===== config.mk =====
export PLATFORM = sky130hd
export DESIGN_NAME = bist_pat_gen
export DESIGN_NICKNAME = d
export VERILOG_FILES = /design/src/rtl/bist_pat_gen.sv
export SDC_FILE = /design/constraint.sdc
export NUM_CORES = 1
export LEC_CHECK = 0
export BUFFER_PORTS_ARGS = -buffer_cell sky130_fd_sc_hd__buf_4
export CORE_UTILIZATION = 36
export CTS_CLUSTER_DIAMETER = 200
export DETAILED_ROUTE_END_ITERATION = 8
export GPL_ROUTABILITY_DRIVEN = 0
export PLACE_DENSITY = 0.54
export SYNTH_ARGS = -nofsm -noshare
export SYNTH_HDL_FRONTEND = slang
export SYNTH_SLANG_ARGS = --single-unit

===== constraint.sdc =====
create_clock -name clk -period 2.12 [get_ports clk]
set_input_delay 0.318 -clock clk [delete_from_list [all_inputs] [get_ports clk]]
set_output_delay 0.318 -clock clk [all_outputs]
set_load 0.005 [all_outputs]

===== src/rtl/bist_pat_gen.sv =====
module bist_pat_gen #(
  parameter int LFSR_W = 9,
  parameter int TAP    = 5,
  parameter int CHAR_W = 8
) (
  input  logic              clk,
  input  logic              rst,
  input  logic              sync_ld,
  input  logic              step,
  output logic [CHAR_W-1:0] exp_char,
  output logic [CHAR_W-1:0] marker,
  output logic              at_last
);

  localparam logic [LFSR_W-1:0] SEED     = '1;
  localparam logic [LFSR_W-1:0] LAST_IDX = {{(LFSR_W-1){1'b1}}, 1'b0};

  function automatic logic [LFSR_W-1:0] lfsr_nxt(input logic [LFSR_W-1:0] s);
    return {s[LFSR_W-2:0], s[LFSR_W-1] ^ s[TAP-1]};
  endfunction

  logic [LFSR_W-1:0] lfsr_q;
  logic [LFSR_W-1:0] idx_q;

  always_ff @(posedge clk) begin
    if (rst) begin
      lfsr_q <= SEED;
      idx_q  <= '0;
    end else if (sync_ld) begin
      lfsr_q <= lfsr_nxt(SEED);
      idx_q  <= LFSR_W'(1);
    end else if (step) begin
      if (idx_q == LAST_IDX) begin
        lfsr_q <= SEED;
        idx_q  <= '0;
      end else begin
        lfsr_q <= lfsr_nxt(lfsr_q);
        idx_q  <= idx_q + 1'b1;
      end
    end
  end

  assign exp_char = lfsr_q[CHAR_W-1:0];
  assign marker   = SEED[CHAR_W-1:0];
  assign at_last  = (idx_q == LAST_IDX);

  // stepping past the last character returns the pattern to its marker
  p_wrap_marker_r8: assert property (@(posedge clk) disable iff (rst)
    (step && !sync_ld && at_last) |=> (exp_char == marker && idx_q == '0));

  // a sync load leaves the generator one step past the marker
  p_sync_index_r4: assert property (@(posedge clk) disable iff (rst)
    sync_ld |=> (idx_q == LFSR_W'(1)));

endmodule


==> impl_results.md <==
- WL met2: 882 um
- Final setup TNS: 0 ns
- Status: finished clean
- Final setup fails: 0
- Yosys Warn Count: 0
- Peak VDD IR: around 0.4 mV
- Netlist cell types: 32
- Nets: between 100 and 150
- Pleak: around 0.38 nW
- WS Path Type: flip-flop to output port
- Worst-path fanout max: 6
- # Max-Cap Violations: 0
- Die span in y: ~54 um
- CTS HTree Levels: 1
- Commonest cells after routing, fill and taps aside: 18 x dfxtp_1, 14 x nor2_1, 12 x buf_4
- Area grow syn2layout: 4.107%
- Gr usage total: ~15%
- Pin count of the biggest net entering global routing: 18
- Core area: between 2000 and 3000 um2
- Vias per cell: 5.405
- Top sig layer: met4
- Period minus WS final: about 1.8 ns
- Crit path capture type: output port
- Placed cells: 144
- Share of cells above drive strength 1: between 15 and 20%
- Fin. Hold Viols: 0
- Cells after Synth: 116
- Unrepaired setup endpoints after global routing: false
- Register bit total from synthesis: 18
- Vias in the first global route: 700
- DR DRC count: 0
- Post-route cell area: roughly 1000 um2
- Routed wl met3: roughly 90 um
- Mapped Area: roughly 970 um2
- Relative slew slack: 59.61%
- CTS tree: done
- Final antenna diode count: 0
- Clock Tree Buf Depth: 2
- Post-Route WL: between 1.5 and 2 mm
- Clock skew: approximately 0.0012 ns
- Row count: 18
- Die X: ~54 um
- Type of origin of the critical path: flip-flop
- # port buffers: 12
- Sinks on Clock Net: 18
- Final period util: ~85%
- Finished Layout Cells: between 100 and 150
- Hold buffer count at cts: 0
- Initial antenna violation count: 0
- Register area: roughly 360 um2
- Root Buffer: clkbuf_4
- Max Slew Vio Count: 0
- Resized cells post-CTS: 0
- Commonest non-fill, non-tap cell in the layout: dfxtp_1
- Per-cell routed wire length: around 13 um
- Worst Tran Pin Value: 0.6037 ns
- Max Clk Rate: 0.5556 GHz
- Routed met1 length: roughly 900 um
- Area of the die: between 2000 and 3000 um2
- Later-pin clock latency in the skew report: 0.29 ns
- Sequential share of the synthesized area: between 30% and 40%
- Grt ovf: 0
- Placed Area: 978.4 um2
- CTS Buf Count: 3
- Post-CTS Setup Repair Bufs: 0
- Syn Area/Cell: roughly 8.4 um2
- Antenna Nets Post-Route: 0
- First-pass DRT Iterations: 4
- Multi-input gate area: between 400 and 500 um2
- Via count: 800
- First-pass GRT wire length: ~3.1 mm
- Layout fillers: 273
- Clk pin slew, worst setup/hold paths: ~0.1 ns
- Initial Utilization: a little under 40%
- DP HPWL: 1.369 mm
- Req. time, crit path: roughly 1.8 ns
- Power per cell area: 591.8 nW/um2
- Initial drt markers: 17
- Boundary Pins: 21
- Worst min-delay path category: primary input to flip-flop
- Critical Path AT: 1.48 ns
[cell usage after synthesis]
| cell type | n | area [um2] |
|---|---|---|
| clkbuf_1 | 1 | 3.750 |
| buf_6 | 1 | 11.26 |
| nand2_1 | 3 | 11.26 |
| a311oi_1 | 1 | 8.760 |
| or3_1 | 2 | 12.51 |
| nor4b_1 | 1 | 8.760 |
| buf_2 | 3 | 15.01 |
| a211oi_1 | 8 | 60.06 |
| a211o_1 | 1 | 8.760 |
| o211ai_1 | 2 | 15.01 |
| or4_1 | 1 | 7.510 |
| xnor2_1 | 2 | 17.52 |
| and4_1 | 1 | 8.760 |
| inv_1 | 4 | 15.01 |
| a21o_1 | 2 | 15.01 |
| o31ai_2 | 1 | 12.51 |
| nand3_1 | 3 | 15.01 |
| buf_4 | 16 | 120.1 |
| conb_1 | 1 | 3.750 |
| o221ai_1 | 1 | 8.760 |
| or2_2 | 1 | 6.260 |
| xor2_1 | 1 | 8.760 |
| a31oi_1 | 1 | 6.260 |
| ha_1 | 2 | 25.02 |
| nor2_1 | 14 | 52.55 |
| a21oi_1 | 6 | 30.03 |
| nand4_1 | 3 | 18.77 |
| nor3_1 | 2 | 10.01 |
| dfxtp_1 | 18 | 360.4 |
| and4_2 | 1 | 10.01 |
| nand4_2 | 1 | 12.51 |
| o21ai_0 | 11 | 55.05 |
[critical path, stage by stage, from the launching register on]
cell	delay (ns)
dfxtp_1	0.43
ha_1	0.19
nand4_1	0.27
nor2_1	0.17
buf_4	0.13
[power breakdown]
group / internal [mW] / switching (mW)
sequential: 0.342 / 0.00476
combinational: 0.0144 / 0.0252
clock: 0.105 / 0.109
[cell families after synthesis]
| family | synth area share (%) |
|---|---|
| AO/OA/AOI/OAI | 22.59 |
| XOR/XNOR | 2.696 |
| adder cells (fa/ha/maj) | 2.567 |
| buffers and inverters | 16.94 |
| flip-flops | 36.97 |
| other | 0.3847 |
| AND/OR/NAND/NOR | 17.84 |
[final timing paths]
kind	start	to	slack, ns	cells after the start
setup / recovery	idx_q[1]$_SDFFE_PP0P_	at_last	0.32	4
hold reg to reg	lfsr_q[8]$_SDFFE_PP1P_	lfsr_q[8]$_SDFFE_PP1P_	0.53	2
setup reg to reg	idx_q[0]$_SDFFE_PP0P_	idx_q[2]$_SDFFE_PP0P_	0.60	5
hold / removal	rst	idx_q[0]$_SDFFE_PP0P_	0.19	2
[layout make-up]
type | count | area share (%)
Clock buffer | 4 | 3.576
Inverter | 4 | 1.480
Multi-Input combinational cell | 80 | 46.86
Sequential cell | 18 | 35.51
Tap cell | 30 | 3.699
Timing Repair Buffer | 12 | 8.878
[registers in the layout, indices dropped and copies added (netlist names)]
signal  cells
idx_q       9
lfsr_q      9
[routing by layer]
metal,GRT usage (%),vias to the layer above
li1,-,397
met1,19.66,379
met2,24.28,22
met3,5.085,2
met4,2.564,0
met5,0,-
[metrics by stage]
step | util (%) | total power, mW | worst slack (ns) | hold slack, ns
floorplan | - | 0.3939 | 0.6512 | 0.3871
global placement | 38.79 | 0.3942 | 0.6457 | 0.5023
detailed placement | 38.79 | 0.3940 | 0.6173 | 0.5066
CTS | 40.23 | 0.6074 | 0.3024 | 0.1826
global route | 40.23 | 0.6291 | 0.1735 | 0.1861
finish | 40.23 | 0.6005 | 0.3202 | 0.1902
Power figures use the tool's default switching activity.
